## config.mk

```make
export PLATFORM = sky130hd
export DESIGN_NAME = psd_divider
export DESIGN_NICKNAME = d
export VERILOG_FILES = /design/src/rtl/psd_pkg.sv /design/src/rtl/psd_prescaler.sv /design/src/rtl/psd_swallow.sv /design/src/rtl/psd_progctr.sv /design/src/rtl/psd_divider.sv
export SDC_FILE = /design/constraint.sdc
export NUM_CORES = 1
export LEC_CHECK = 0
export ABC_AREA = 1
export BUFFER_PORTS_ARGS = -buffer_cell sky130_fd_sc_hd__buf_2
export CORE_MARGIN = 10
export CORE_UTILIZATION = 52
export CTS_CLUSTER_DIAMETER = 100
export DETAILED_ROUTE_END_ITERATION = 12
export PLACE_DENSITY = 0.81
export SLEW_MARGIN = 15
export SYNTH_ARGS = -nofsm -noshare
export SYNTH_HDL_FRONTEND = slang
export SYNTH_SLANG_ARGS = --single-unit
```

## constraint.sdc

```tcl
create_clock -name clk -period 2.28 [get_ports clk]
set_clock_uncertainty 0.1 [all_clocks]
set_input_delay 0.114 -clock clk [delete_from_list [all_inputs] [get_ports clk]]
set_output_delay 0.114 -clock clk [all_outputs]
set_load 0.02 [all_outputs]
```

## src/rtl/psd_pkg.sv

```systemverilog
// Package: shared types and helpers for the pulse-swallow divider.
// Assumes: swallow and programmable counts are unsigned binary values.
package psd_pkg;

    // Prescaler size selection
    typedef enum logic {
        PRE_NARROW = 1'b0,
        PRE_WIDE   = 1'b1
    } pre_size_e;

    // Returns 1 when the (a, b) word cannot give P*B + A
    function automatic logic word_invalid(input int unsigned a,
                                          input int unsigned b,
                                          input int unsigned min_b);
        return (b < a) || (b < min_b);
    endfunction

endpackage

```

## src/rtl/psd_prescaler.sv

```systemverilog
// Module: behavioural dual-modulus prescaler stage.
// Divides clk by 2**LO_LOG2 or 2**HI_LOG2, plus one when plus1_nxt is set.
// Assumes: size_nxt and plus1_nxt describe the cycle that starts after the
// edge at which tick is high; they are sampled only on that edge (or in reset).
module psd_prescaler
    import psd_pkg::*;
#(
    parameter int LO_LOG2 = 6,
    parameter int HI_LOG2 = 7
) (
    input  logic      clk,
    input  logic      rst_n,
    input  pre_size_e size_nxt,
    input  logic      plus1_nxt,
    output logic      tick
);
    localparam int CW = HI_LOG2 + 1;
    localparam logic [CW-1:0] LO_TOP = CW'((1 << LO_LOG2) - 1);
    localparam logic [CW-1:0] HI_TOP = CW'((1 << HI_LOG2) - 1);

    logic [CW-1:0] cnt_q;
    logic [CW-1:0] load_val;

    // Choose the terminal count for the next prescaler cycle
    always_comb begin
        load_val = ((size_nxt == PRE_WIDE) ? HI_TOP : LO_TOP) + CW'(plus1_nxt);
    end

    assign tick = (cnt_q == '0);

    // Count down one prescaler cycle, reload at its end
    always_ff @(posedge clk) begin
        if (!rst_n || tick) begin
            cnt_q <= load_val;
        end else begin
            cnt_q <= cnt_q - CW'(1);
        end
    end

endmodule

```

## src/rtl/psd_swallow.sv

```systemverilog
// Module: swallow counter. Holds modulus control high for the first A
// prescaler cycles of a period.
// Assumes: load is high on the edge that starts a new output period.
module psd_swallow #(
    parameter int A_W = 7
) (
    input  logic           clk,
    input  logic           rst_n,
    input  logic           tick,
    input  logic           load,
    input  logic [A_W-1:0] a_load,
    output logic           mod_ctl,
    output logic           plus1_nxt
);
    logic [A_W-1:0] a_q;
    logic [A_W-1:0] a_nxt;

    // Next swallow count: reload, step on each prescaler cycle, or hold at zero
    always_comb begin
        if (!rst_n || load) begin
            a_nxt = a_load;
        end else if (tick && (a_q != '0)) begin
            a_nxt = a_q - A_W'(1);
        end else begin
            a_nxt = a_q;
        end
    end

    // Swallow count register
    always_ff @(posedge clk) begin
        a_q <= a_nxt;
    end

    assign mod_ctl   = (a_q != '0);
    assign plus1_nxt = (a_nxt != '0);

endmodule

```

## src/rtl/psd_progctr.sv

```systemverilog
// Module: programmable counter. Counts B prescaler cycles per period and
// flags the terminal cycle.
// Assumes: B >= 1 for a meaningful period (B = 0 wraps to 2**B_W).
module psd_progctr #(
    parameter int B_W = 11
) (
    input  logic           clk,
    input  logic           rst_n,
    input  logic           tick,
    input  logic [B_W-1:0] b_load,
    output logic           terminal
);
    logic [B_W-1:0] b_q;

    assign terminal = tick && (b_q == B_W'(1));

    // Count prescaler cycles down to one, then reload
    always_ff @(posedge clk) begin
        if (!rst_n || terminal) begin
            b_q <= b_load;
        end else if (tick) begin
            b_q <= b_q - B_W'(1);
        end
    end

endmodule

```

## src/rtl/psd_divider.sv

```systemverilog
// Module: pulse-swallow dual-modulus feedback divider (top).
// Combines the prescaler stage with the swallow and programmable counters.
// Each output period lasts P*B + A clock cycles.
// Assumes: the A/B word and size select are held stable by an external
// latch; they are sampled only at a period boundary or during reset.
module psd_divider
    import psd_pkg::*;
#(
    parameter int A_W     = 7,
    parameter int B_W     = 11,
    parameter int LO_LOG2 = 6,
    parameter int HI_LOG2 = 7,
    parameter int MIN_B   = 3
) (
    input  logic           clk,
    input  logic           rst_n,
    input  logic           wide_sel,
    input  logic [A_W-1:0] a_word,
    input  logic [B_W-1:0] b_word,
    output logic           mod_ctl,
    output logic           div_pulse,
    output logic           cfg_err
);
    logic      pre_tick;
    logic      reload;
    logic      plus1_nxt;
    logic      pulse_q;
    logic      err_q;
    pre_size_e psel_q;
    pre_size_e size_nxt;

    // Size used for the next prescaler cycle: new value only at a boundary
    always_comb begin
        size_nxt = (!rst_n || reload) ? pre_size_e'(wide_sel) : psel_q;
    end

    psd_prescaler #(
        .LO_LOG2 (LO_LOG2),
        .HI_LOG2 (HI_LOG2)
    ) u_pre (
        .clk       (clk),
        .rst_n     (rst_n),
        .size_nxt  (size_nxt),
        .plus1_nxt (plus1_nxt),
        .tick      (pre_tick)
    );

    psd_swallow #(
        .A_W (A_W)
    ) u_swl (
        .clk       (clk),
        .rst_n     (rst_n),
        .tick      (pre_tick),
        .load      (reload),
        .a_load    (a_word),
        .mod_ctl   (mod_ctl),
        .plus1_nxt (plus1_nxt)
    );

    psd_progctr #(
        .B_W (B_W)
    ) u_prg (
        .clk      (clk),
        .rst_n    (rst_n),
        .tick     (pre_tick),
        .b_load   (b_word),
        .terminal (reload)
    );

    // Capture size select and word validity at each period boundary
    always_ff @(posedge clk) begin
        if (!rst_n || reload) begin
            psel_q <= pre_size_e'(wide_sel);
            err_q  <= word_invalid(int'(a_word), int'(b_word), MIN_B);
        end
    end

    // Register the one-cycle comparison pulse
    always_ff @(posedge clk) begin
        if (!rst_n) begin
            pulse_q <= 1'b0;
        end else begin
            pulse_q <= reload;
        end
    end

    assign div_pulse = pulse_q;
    assign cfg_err   = err_q;

endmodule

```

# Yosys cells after proc, flatten, opt, wreduce, memory -nomap -nowiden

Cells that the tools add are included.

Output and inout port bits: 3
Word-level logic and storage cells: 30
Bits of input ports: 21
Register bits: 29

Reduce and logical (&&, ||, !) cells: 10
Magnitude comparators: 2
Mux-type cells: 7
Eq/ne operators: 1
Add/subtract/negate cells: 4

Operators by type and width:

| cell                    | count |
|---|---|
| $mux W11                | 2 |
| $mux W7                 | 3 |
| $reduce_bool A7 Y1      | 2 |
| $eq A11 B1 Y1 const B   | 1 |
| $lt A11 B2 Y1 const B   | 1 |
| $lt A11 B7 Y1           | 1 |
| $sub A11 B1 Y11 const B | 1 |
| $add A8 B1 Y8           | 1 |
| $logic_not A8 Y1        | 1 |
| $mux W8                 | 1 |
| $sub A8 B1 Y8 const B   | 1 |
| $sub A7 B1 Y7 const B   | 1 |
| $logic_or A1 B1 Y1      | 3 |
| $logic_and A1 B1 Y1     | 2 |
| $reduce_bool A2 Y1      | 1 |
| $logic_not A1 Y1        | 1 |
| $mux W1                 | 1 |

# Longest topological paths before layout

Gate-level depths: netlist of the first run.

Word-level depth: 7
Mapped depth: 17
Gate-level depth less buffers: 16

# Modules after synthesis

A second synthesis of the first run with hierarchy kept.

Cells, all modules: 295
Area, all modules: 2094.5 µm²

Modules (own cells, without submodules):

| module        | times used | cells an instance | sequential area each (µm²) | area each (µm²) |
|---|---|---|---|---|
| psd_progctr   | 1          | 95                | 330.3                      | 785.8 |
| psd_swallow   | 1          | 89                | 140.1                      | 555.5 |
| psd_prescaler | 1          | 59                | 160.2                      | 429.2 |
| psd_divider   | 1          | 52                | 70.1                       | 324.1 |

# Least setup slack after synthesis of the first run

No wires, ideal clock.

Path kind: register -> register
Start point: register u_prg.b_q[1]
End point: register u_pre.cnt_q[6]
Setup time: 140 ps
Setup slack: 118 ps
Data required time: 2040 ps
Clock period less this slack: 2162 ps
Buffers on the path: 1
Stages on the path, launching flop included: 18
Data arrival time: 1923 ps
Cells stage by stage: edfxtp_1 -> inv_1 -> ha_1 -> inv_1 -> nor2_1 -> nand3_1 -> nor2_2 -> nand2_1 -> nand2_2 -> buf_6 -> nand2_1 -> o21ai_1 -> nand2_1 -> nor2_2 -> nand2_1 -> ha_1 -> nand2_1 -> o21ai_0

Word-level cells in the longest chain between the ends: 7
Elaborated cells on any way between the ends: 9
Those cells by class: 1 x add/sub; 1 x eq/ne; 4 x mux; 3 x reduce/logical

RTL lines:

| item                                          | line                                   | text |
|---|---|---|
| from (decl)                                   | psd_progctr.sv:13                      | `logic [B_W-1:0] b_q;` |
| from (signal assigned)                        | psd_progctr.sv:20                      | `b_q <= b_load;` |
| from (signal assigned)                        | psd_progctr.sv:22                      | `b_q <= b_q - B_W'(1);` |
| $eq A11 B1 Y1 *                               | psd_progctr.sv:15                      | `assign terminal = tick && (b_q == B_W'(1));` |
| $logic_and A1 B1 Y1 *                         | psd_progctr.sv:15                      |  |
| $logic_or A1 B1 Y1 *                          | psd_swallow.sv:20, psd_divider.sv:34   |  |
| $mux W7 or $mux W1 (tied branches)            | n/a                                    |  |
| $reduce_bool A7 Y1 or $mux W7 (tied branches) | psd_swallow.sv:35, psd_prescaler.sv:26 |  |
| $add A8 B1 Y8 *                               | psd_prescaler.sv:26                    | `load_val = ((size_nxt == PRE_WIDE) ? HI_TOP : LO_TOP) + CW'(plus1_nxt);` |
| $mux W8 *                                     | psd_prescaler.sv:33                    | `if (!rst_n \|\| tick) begin` |
| to (signal assigned)                          | psd_prescaler.sv:34                    | `cnt_q <= load_val;` |
| to (signal assigned)                          | psd_prescaler.sv:36                    | `cnt_q <= cnt_q - CW'(1);` |
| to (decl)                                     | psd_prescaler.sv:21                    | `logic [CW-1:0] cnt_q;` |

Mark *: on every way between the ends. The rest lies on a longest branch, timed or not.
A chain may end at the register's enable or synchronous reset.

# Worst setup path in the final report of the first run

Same ends and word-level chain as after synthesis.

==> impl_results.md, run 1 <==
* Tcrit/Tclk final at 102.3%
* First-pass GRT wire length at 6893 um
* Avg Inst Size Synth at 7.163 um2
* Final Hold Viols at 0
* Largest net degree at the start of global routing at 18
* CP startpoint: u_prg.b_q[1]
* HP Start: b_word[6]
* GPL Wtd Cong at 0.8319
* CP required at 2.39 ns
* Die Width at 80.08 um
* Worst Hold Class: in -> reg
* Syn-to-layout area delta at 22.67%
* Leading area contributor after synthesis: edfxtp_1
* Nets@finish at 345
* WL final at 4825 um
* Wirelength per Cell at 13.44 um
* Top-area cell type share of the netlist area at 19.20%
* Ant diodes at 0
* CTS clk-pin slew, worst paths at 0.11 ns
* Seq cells post-synth at 29
* Initial antenna violation count at 0
* Routed Antenna Nets at 0
* Mapped Cells at 262
* IO Count at 24
* Critical path startpoint category: register
* Max cap viols at 0
* Sink Count at 29
* Crit path max-delay cell type: edfxtp_1
* Overflow after GRT at 0
* Slew Viols, Final at 0
* Port-buffer cells at 23
* Via-per-instance ratio at 5.128
* Remaining DRCs at 0
* Floorplan die height at 80.08 um
* Clock tree buffer depth at 2
* DR pass1 iterations at 5
* Fmax at 0.4287 GHz
* Mapped Area at 0.001877 mm2
* WP buf/inv at 2
* Clock root buffer: clkbuf_4
* Pwr/cell area at 833.0 mW/mm2
* Vias in the first global route at 1518
* Crit. End Element: register
* Sequential area share after synthesis at 37.33%
* Synth Warn # at 0
* Final min period at 2.333 ns
* Worst-path cell chain: inv_2 -> ha_1 -> inv_1 -> nor2_1 -> nand3_1 -> nor2_2 -> nand2_2 -> nand2_4 -> nand2_1 -> nand2_1 -> nand2_1 -> nor2_2 -> nand2_1 -> ha_1 -> nand2_1 -> o21ai_0
* Top Family by Delay on Critical Path: simple AND/OR/NAND/NOR gates
* Maximum VDD drop at 490.6 uV
* GRT Total Usage at 13.55%
* Failing checks: negative setup slack
* Share of cells above drive strength 1 at 23.00%
* CTS tree: done
* Total CTS buffers at 5
* Cells after DPL at 333
* Initial DRC count at 197
* Final setup fails at 1
* Cell Count, Final, Fillers Out at 359
* Post-synthesis net count at 295
* Final WS setup at -0.05273 ns
* Slew of the pin with the lowest slew margin at 0.4033 ns
* Rel. slew slack at 73.01%
* Lkg Pwr at 1.154 nW
* Status: finished, violations left
* RSZ-0062 raised after global routing: yes
* Post-DP HPWL at 3309 um
* Critical path arrival at 2.44 ns
* Most used cell, CP: nand2_1
* Core ar. at 0.003416 mm2
* H-Tree Depth at 2
* WS Path Type: reg -> reg
* Worst reg2reg path startpoint: u_prg.b_q[1]
* Via count at 1841
* Distinct cells, synth at 27
* Latest clock arrival within the worst-skew pair at 0.34 ns
* Die ar. at 0.006412 mm2
* Top post-synthesis cells by area: edfxtp_1 19%, dfxtp_1 18%, nand2_1 17%
* Rows at 21
* Post-layout util at 67.40%
* Initial Utilization at 54.95%
* Crit-path max cell delay at 0.42 ns
* CP max FO at 6
## Yosys cell counts, drive strengths merged
cell and instances:
nor2 33, nand4 2, edfxtp 12, xor2 3
o21bai 1, a21oi 10, xnor2 7, inv 36
nor3 5, a31oi 2, ha 12, clkbuf 1
o21ai 14, nand2 87, buf 3, or2 2
dfxtp 17, nand3 15
## cell type report
type	instances	area, um2
clock buffers	6	41.29
clock inverters	2	10.01
fillers	289	1114
inverters	36	135.1
multi-input cells	196	1066
flip-flops and latches	29	700.7
well taps	46	57.56
repair buffers	44	291.5
## cell families after synthesis
kind of cell,synth area share [%]
and+or+nand+nor,33.47
buffers and inverters,8.866
DFF,37.33
AOI/OAI and AO/OA,7.667
adders and majority gates,8.000
xor gates and xnor gates,4.667
## final timing paths
path                    end  slack [ns]  cells after the start
min            u_prg.b_q[6]       0.002                      3
min reg2reg          psel_q        0.42                      2
max          u_pre.cnt_q[6]       -0.05                     16
max reg2reg  u_pre.cnt_q[6]       -0.05                     16
## sequential cells by signal (all words and copies together) (netlist names)
| name | count |
|---|---|
| div_pulse | 1 |
| cfg_err | 1 |
| u_prg.b_q | 11 |
| u_pre.cnt_q | 8 |
| u_swl.a_q | 7 |
| psel_q | 1 |
## stage by stage
step	area (um2)	TNS [ns]	total power, mW	setup slack (ns)	hold WS (ns)
after detailed placement	2063	-0.008191	1.525	-0.008191	0.2857
after floorplan	1877	0	1.351	0.1175	0.1493
after global placement	2063	0	1.502	0.07839	0.2728
after global routing	2302	-0.4806	2.060	-0.2055	0.02551
after CTS	2180	0	1.832	0.004749	0.008707
final	2302	-0.05273	1.918	-0.05273	0.001681
## worst min-delay path, cell delays in order
cell,delay (ns)
buf_2,0.12
nand2_1,0.06
nand2_1,0.05
## report_power, final
group	switching, mW	total (mW)	leakage [nW]	internal [mW]
logic	0.473	0.809	0.862	0.336
clock network	0.187	0.304	0.0320	0.117
registers	0.112	0.805	0.260	0.693
## metal layers
metal	vias to the layer above	wire length, um	track usage (%)
li1	933	-	-
met1	833	2108	16.80
met2	63	2293	21.91
met3	12	312	3.786
met4	0	110	4.754
met5	-	0	0
## what timing repair did
item,4_1_cts,5_1_grt
buffers inserted,0,9
setup endpoints to repair,1,2
resized for setup,1,11
hold endpoints to repair,6,0
hold buffers,6,0
cloned,0,3
pin swaps,0,8
## cells in the final DEF (no fill, tap or decap), types with 9 or more instances in the layout
| cell | n |
|---|---|
| a21oi_1 | 9 |
| buf_2 | 23 |
| buf_4 | 14 |
| dfxtp_1 | 17 |
| edfxtp_1 | 12 |
| ha_1 | 12 |
| inv_1 | 35 |
| nand2_1 | 80 |
| nand3_1 | 13 |
| nor2_1 | 25 |
| o21ai_0 | 10 |
Power figures use the tool's default switching activity.
==> inputs of run 2 (changes only) <==
CELL_PAD_IN_SITES_DETAIL_PLACEMENT = 1   (was default)
CELL_PAD_IN_SITES_GLOBAL_PLACEMENT = 1   (was default)
CORE_UTILIZATION = 37   (was 52)
PLACE_DENSITY = 0.8   (was 0.81)
REMOVE_ABC_BUFFERS = 1   (was default)
==> run 2 against run 1 <==
  * The run still ends with negative setup slack left
  * Global-route usage rose by 0.77 points
  * Sequential power rose by 0.5%
  * First-iteration DRC count fell by 47%
  * Critical endpoint unchanged
==> impl_results.md, run 2 (synthesis results as in run 1) <==
* HP Start: a_word[1]
* Clock root buffer: clkbuf_8
* Syn-to-layout area delta at 35.53%
* Final min period at 2.488 ns (+0.1549 ns)
* Setup_tns at -0.7737 ns (-0.7210 ns)
* Switching part of the total at 39.45% (-0.81 points)
* Vias in the first global route at 2071 (+36%)
* Crit path max-delay cell type: edfxtp_1
* CP required at 2.34 ns (-0.05 ns)
* Port-buffer cells at 23 (unchanged)
* Sequential share of power at 35.6% (-6.4 points)
* Max cap viols at 0 (unchanged)
* Overflow after GRT at 0 (unchanged)
* Clock tree buffer depth at 2 (unchanged)
* Crit. End Element: register
* Die ar. at 0.008321 mm2 (+30%)
* Rel. slew slack at 75.46% (+2.4 points)
* Final Total Pwr at 2.271 mW (+18%)
* Critical path arrival at 2.55 ns (+0.11 ns)
* Status: finished, violations left
* Crit-path max cell delay at 0.50 ns (+0.08 ns)
* Floorplan die height at 91.22 um (+14%)
* Largest register FFs at 11 (unchanged)
* Failing checks: negative setup slack
* First-pass GRT wire length at 9873 um (+43%)
* Final setup fails at 8 (+7)
* Critical path startpoint category: register
* Slew Viols, Final at 0 (unchanged)
* Total CTS buffers at 5 (unchanged)
* Initial antenna violation count at 0 (unchanged)
* Maximum VDD drop at 527.0 uV (+7.4%)
* Ant diodes at 0 (unchanged)
* Top reg by flops: u_prg.b_q
* NetSw at 0.8958 mW (+16%)
* GPL Wtd Cong at 0.7932 (-4.7%)
* Hold Path Stages at 5 (+2)
* Sink Count at 29 (unchanged)
* Die Width at 91.22 um (+14%)
* Final Hold Viols at 0 (unchanged)
* H-Tree Depth at 2 (unchanged)
* Remaining DRCs at 0 (unchanged)
* CTS tree: done
* Filler Cell Count at 622 (+120%)
* Share of cells above drive strength 1 at 29.69% (+6.7 points)
* Largest registers: u_prg.b_q (11), u_pre.cnt_q (8), u_swl.a_q (7)
* Initial DRC count at 105 (-47%)
* Core ar. at 0.004817 mm2 (+41%)
* CTS clk-pin slew, worst paths at 0.07 ns (-0.04 ns)
* Slew of the pin with the lowest slew margin at 0.3643 ns (-0.03902 ns)
* WL final at 6861 um (+42%)
* Fin area at 0.002544 mm2 (+10%)
* Latest clock arrival within the worst-skew pair at 0.28 ns (-0.06 ns)
* DR WL met2 at 3499 um (+53%)
* Comb pwr share at 43.2% (+1.0 points)
* Worst Hold Class: in -> reg
* Rows at 25 (+19%)
* Via-per-instance ratio at 5.140 (+0.22%)
* R2R depth at 16 (unchanged)
* Routed met1 length at 2714 um (+29%)
* CP max FO at 3 (-3)
* Most common cell after layout, fill and taps aside: nand2_1
* Internal power at 1.375 mW (+20%)
* Worst reg2reg path startpoint: u_prg.b_q[0]
* Post-DP HPWL at 4053 um (+22%)
* Clk pwr share at 21.2% (+5.3 points)
* GRT Total Usage at 14.33% (+0.77 points)
* Most used cell, CP: nand2_1
* Reg-to-Reg End: u_pre.cnt_q[6]
* Worst-path cell chain: ha_4 -> inv_2 -> nor2_4 -> nand3_2 -> nor2_4 -> buf_6 -> a21oi_4 -> buf_6 -> nand2_1 -> nand2_1 -> nand2_1 -> nor2_2 -> nand2_1 -> ha_4 -> nand2_1 -> o21ai_1
* Nets@finish at 352 (+2.0%)
* R2r setup slk at -0.21 ns (-0.15 ns)
* Met3 WL post-DR at 346 um (+11%)
* RSZ-0062 raised after global routing: yes
* Final WS setup at -0.2076 ns (-0.1549 ns)
* IO Count at 24 (unchanged)
* CP startpoint: u_prg.b_q[0]
* Lkg Pwr at 1.260 nW (+9.2%)
* Tcrit/Tclk final at 109.1% (+6.8 points)
* Post-layout util at 52.81% (-15 points)
* Post-Place Cell Area at 0.002147 mm2 (+4.1%)
* Via count at 1989 (+8.0%)
* Wirelength per Cell at 17.73 um (+32%)
* Routed Antenna Nets at 0 (unchanged)
* Hold path endpoint: u_swl.a_q[1]
* Uppermost routed layer: met4
* WS Path Type: reg -> reg
* DR pass1 iterations at 4 (-1)
* Pwr/cell area at 892.6 mW/mm2 (+7.2%)
* Initial Utilization at 38.96% (-16 points)
* Largest net degree at the start of global routing at 17 (-1)
* Fmax at 0.4020 GHz (-6.2%)
* Most frequent cells in the layout: 79 x nand2_1, 33 x inv_1, 24 x nor2_1, 24 x buf_4, 23 x buf_2
## run 2: worst max-delay path, delay by kind of cell (launching register included)
family / cells / cell delay [ns]
simple gates: 9 / 0.77
flops: 1 / 0.50
fa+ha+maj: 2 / 0.48
buf+inv: 3 / 0.32
compound gates: 2 / 0.21
## run 2: worst max-delay path by stage
stage	endpoint
global placement	u_pre.cnt_q[6]
global route	u_pre.cnt_q[6]
finish	u_pre.cnt_q[6]
CTS	u_pre.cnt_q[6]
detailed placement	u_pre.cnt_q[6]
floorplan	u_pre.cnt_q[6]
## run 2: power groups by stage
stage	Sequential, mW	Clock [mW]	Combinational [mW]
6_report	0.809	0.481	0.981
3_3_place_gp	0.803	0	0.755
2_1_floorplan	0.786	0	0.548
3_5_place_dp	0.806	0	0.789
4_1_cts	0.798	0.490	0.860
5_1_grt	0.825	0.510	1.10
## run 2: cell type report
cell class              instances  area [um2]  share of cell area [%]
well taps                      67       83.83                   3.296
flip-flops and latches         29       700.7                   27.55
multi-input cells             194        1144                   44.96
clock buffers                   7       96.34                   3.788
repair buffers                 53       379.1                   14.90
inverters                      36       135.1                   5.312
clock inverters                 1       5.005                  0.1968
## run 2: routing by layer
layer,up-vias,track usage [%]
met2,67,26.79
met3,28,2.716
met1,951,16.43
met5,-,0
li1,943,-
met4,0,2.872
## run 2: stage by stage
step / hold WS (ns) / std cells / worst slack (ns)
2_1_floorplan: 0.1493 / 258 / -0.01324
3_3_place_gp: 0.2811 / 360 / 0.07229
3_5_place_dp: 0.2755 / 360 / -0.1165
4_1_cts: 0.01150 / 383 / -0.03171
5_1_grt: 0.07225 / 387 / -0.3235
6_report: 0.05302 / 387 / -0.2076
## run 2: repair_timing
action | in CTS | in global routing
setup endpoints to repair | 8 | 10
hold endpoints to repair | 1 | 0
resized for setup | 10 | 25
hold buffers | 1 | 0
setup buffers | 13 | 4
cloned | 1 | 0
pin swaps | 9 | 13
==> inputs of run 3 (changes only) <==
PLACE_DENSITY = default   (was 0.8)
PLACE_DENSITY_LB_ADDON = 0.12   (was default)
SETUP_SLACK_MARGIN = 0.4   (was default)
==> run 3 against run 2 <==
  * Register-to-register slack improved by 0.22 ns
  * First-iteration DRC count is 50% lower
  * Sequential share of layout area decreased by 0.69 points
  * Routed wire length is 16% lower
  * The flow now finishes without violations
  * Die area is the same
  * Highest routed layer unchanged
  * Largest cell class unchanged
  * Utilization rose by 1.5 points
==> impl_results.md, run 3 (synthesis results as in run 1) <==
* Vias in the first global route at 1974 (-4.7%)
* Final min period at 2.271 ns (-0.2164 ns)
* Most common cell after layout, fill and taps aside: nand2_1
* RSZ-0062 raised after global routing: yes
* Critical path startpoint category: register
* Slew Viols, Final at 0 (unchanged)
* Nets@finish at 352 (unchanged)
* Pwr/cell area at 944.4 mW/mm2 (+5.8%)
* CP required at 2.39 ns (+0.05 ns)
* Sequential share of power at 33.0% (-2.6 points)
* Total CTS buffers at 5 (unchanged)
* Internal power at 1.583 mW (+15%)
* R2R depth at 16 (unchanged)
* Lkg Pwr at 1.270 nW (+0.74%)
* Hold path endpoint: u_prg.b_q[9]
* Met2 usage at 25.06% (-1.7 points)
* Port-buffer cells at 23 (unchanged)
* Largest registers: u_prg.b_q (11), u_pre.cnt_q (8), u_swl.a_q (7)
* R2r setup slk at 0.009 ns (+0.22 ns)
* Die Width at 91.22 um (unchanged)
* Cells after DPL at 363 (+0.83%)
* Hold_ws at 0.008328 ns (-0.04469 ns)
* Initial antenna violation count at 1 (+1)
* Sink Count at 29 (unchanged)
* Final setup fails at 0 (-8)
* Switching part of the total at 35.88% (-3.6 points)
* Fmax at 0.4403 GHz (+9.5%)
* Wirelength per Cell at 14.91 um (-16%)
* GRT Total Usage at 12.71% (-1.6 points)
* H-Tree Depth at 2 (unchanged)
* Comb pwr share at 40.4% (-2.8 points)
* Rel. slew slack at 79.70% (+4.2 points)
* WS Path Type: reg -> reg
* Worst Hold Class: in -> reg
* Slew of the pin with the lowest slew margin at 0.3034 ns (-0.06087 ns)
* Via-per-instance ratio at 4.778 (-7.0%)
* Routed Antenna Nets at 0 (unchanged)
* Clock root buffer: clkbuf_8
* GPL Wtd Cong at 0.7796 (-1.7%)
* Overflow after GRT at 0 (unchanged)
* Crit path max-delay cell type: edfxtp_1
* Max cap viols at 0 (unchanged)
* Crit. End Element: register
* Initial DRC count at 52 (-50%)
* Most used cell, CP: nand2_1
* First-pass GRT wire length at 8832 um (-11%)
* Met1 Usage GRT at 13.14% (-3.3 points)
* Pre-CTS WS at -0.08567 ns (+0.03082 ns)
* Rows at 25 (unchanged)
* Syn-to-layout area delta at 39.27%
* WL final at 5784 um (-16%)
* Status: finished clean
* Latest clock arrival within the worst-skew pair at 0.29 ns (about the same)
* Floorplan die height at 91.22 um (unchanged)
* Remaining DRCs at 0 (unchanged)
* Met3 Usage GRT at 2.469% (-0.25 points)
* HP Start: b_word[9]
* Tcrit/Tclk final at 99.61% (-9.5 points)
* Core ar. at 0.004817 mm2 (unchanged)
* NetSw at 0.8856 mW (-1.1%)
* Largest register FFs at 11 (unchanged)
* Post-Place Cell Area at 0.002170 mm2 (+1.0%)
* Initial Utilization at 38.96% (unchanged)
* Post-DP HPWL at 3940 um (-2.8%)
* Worst reg2reg path startpoint: u_prg.b_q[1]
* CP max FO at 6 (+3)
* Top reg by flops: u_prg.b_q
* IO Count at 24 (unchanged)
* Most frequent cells in the layout: 71 x nand2_1, 30 x inv_1, 24 x buf_4
* Worst-path cell chain: inv_2 -> ha_4 -> inv_2 -> nor2_2 -> nand3_2 -> nor2_4 -> nand2_4 -> nand2_8 -> nand2_2 -> o21ai_2 -> nand2_1 -> nor2_2 -> nand2_1 -> ha_4 -> nand2_1 -> o21ai_1
* Hold Path Stages at 3 (-2)
* GRT busiest layer: met2
* Maximum VDD drop at 447.1 uV (-15%)
* Clk pwr share at 26.6% (+5.4 points)
* Final Hold Viols at 0 (unchanged)
* Cell Count, Final, Fillers Out at 388 (+0.26%)
* Crit-path max cell delay at 0.40 ns (-0.10 ns)
* Largest net degree at the start of global routing at 12 (-5)
* CTS tree: done
* Die ar. at 0.008321 mm2 (unchanged)
* CTS clk-pin slew, worst paths at 0.07 ns (about the same)
* Final WS setup at 0.008812 ns (+0.2164 ns)
* Share of cells above drive strength 1 at 34.06% (+4.4 points)
* Critical path arrival at 2.38 ns (-0.17 ns)
* Via count at 1854 (-6.8%)
* Reg-to-Reg End: u_pre.cnt_q[6]
* DR pass1 iterations at 4 (unchanged)
* Fin area at 0.002614 mm2 (+2.8%)
* Clock tree buffer depth at 2 (unchanged)
==> run 3: cell count changes in the layout (fill, tap and decap cells not counted), moves of 2 or more <==
cell / delta
inv_1: -3
clkbuf_8: -2
nand2_1: -8
inv_2: +3
o21ai_1: +2
nand2_2: +8
bufinv_16: +2
==> run 3: final cells by class <==
cell class	count	area [um2]
clock inverters	3	65.06
well taps	67	83.83
repair buffers	53	379.1
flip-flops and latches	29	701.9
fillers	634	2203
inverters	36	135.1
clock buffers	5	68.82
multi-input cells	194	1177
diodes	1	2.502
==> run 3: routing by layer <==
metal	up-vias	wire [um]
li1	943	-
met1	884	2415
met2	16	3120
met3	11	112
met4	0	135
met5	-	0
==> run 3: what timing repair did <==
item | CTS | global route
hold buffers | 1 | 0
hold endpoints to repair | 1 | 0
gates resized for setup | 13 | 38
setup endpoints to repair | 18 | 26
pin swaps | 5 | 11
gates cloned | 1 | 0
buffers inserted | 6 | 8
==> run 3: how the worst max path moves through the flow <==
| stage | startpoint | end | slack (ns) |
|---|---|---|---|
| finish | u_prg.b_q[1] | u_pre.cnt_q[6] | 0.009 |
| global route | u_prg.b_q[3] | u_pre.cnt_q[6] | -0.17 |
| CTS | u_prg.b_q[1] | u_pre.cnt_q[6] | 0.04 |
| detailed placement | u_prg.b_q[1] | u_pre.cnt_q[6] | -0.09 |
| global placement | u_prg.b_q[1] | u_pre.cnt_q[6] | 0.01 |
| floorplan | u_pre.cnt_q[0] | u_pre.cnt_q[6] | -0.01 |
==> run 3: critical path: cells and delay by family, from the launching register on <==
kind | cells | cell delay [ns]
and+or+nand+nor | 10 | 1.01
AOI/OAI and AO/OA | 2 | 0.17
adders and majority gates | 2 | 0.39
buffers and inverters | 2 | 0.12
DFF | 1 | 0.40
==> run 3: power by group through the flow <==
| stage | sequential (mW) | clock (mW) | combinational [mW] |
|---|---|---|---|
| 3_5_place_dp | 0.809 | 0 | 0.784 |
| 4_1_cts | 0.801 | 0.660 | 0.832 |
| 5_1_grt | 0.836 | 0.689 | 1.14 |
| 6_report | 0.814 | 0.657 | 0.997 |
| 3_3_place_gp | 0.807 | 0 | 0.766 |
| 2_1_floorplan | 0.786 | 0 | 0.548 |
==> run 3: through the flow <==
| stage | TNS (ns) | util [%] | power (mW) |
|---|---|---|---|
| floorplan | -0.01324 | - | 1.334 |
| global placement | 0 | 45.04 | 1.573 |
| detailed placement | -0.08567 | 45.04 | 1.593 |
| CTS | 0 | 49.79 | 2.293 |
| global route | -0.8974 | 54.26 | 2.669 |
| finish | 0 | 54.26 | 2.468 |
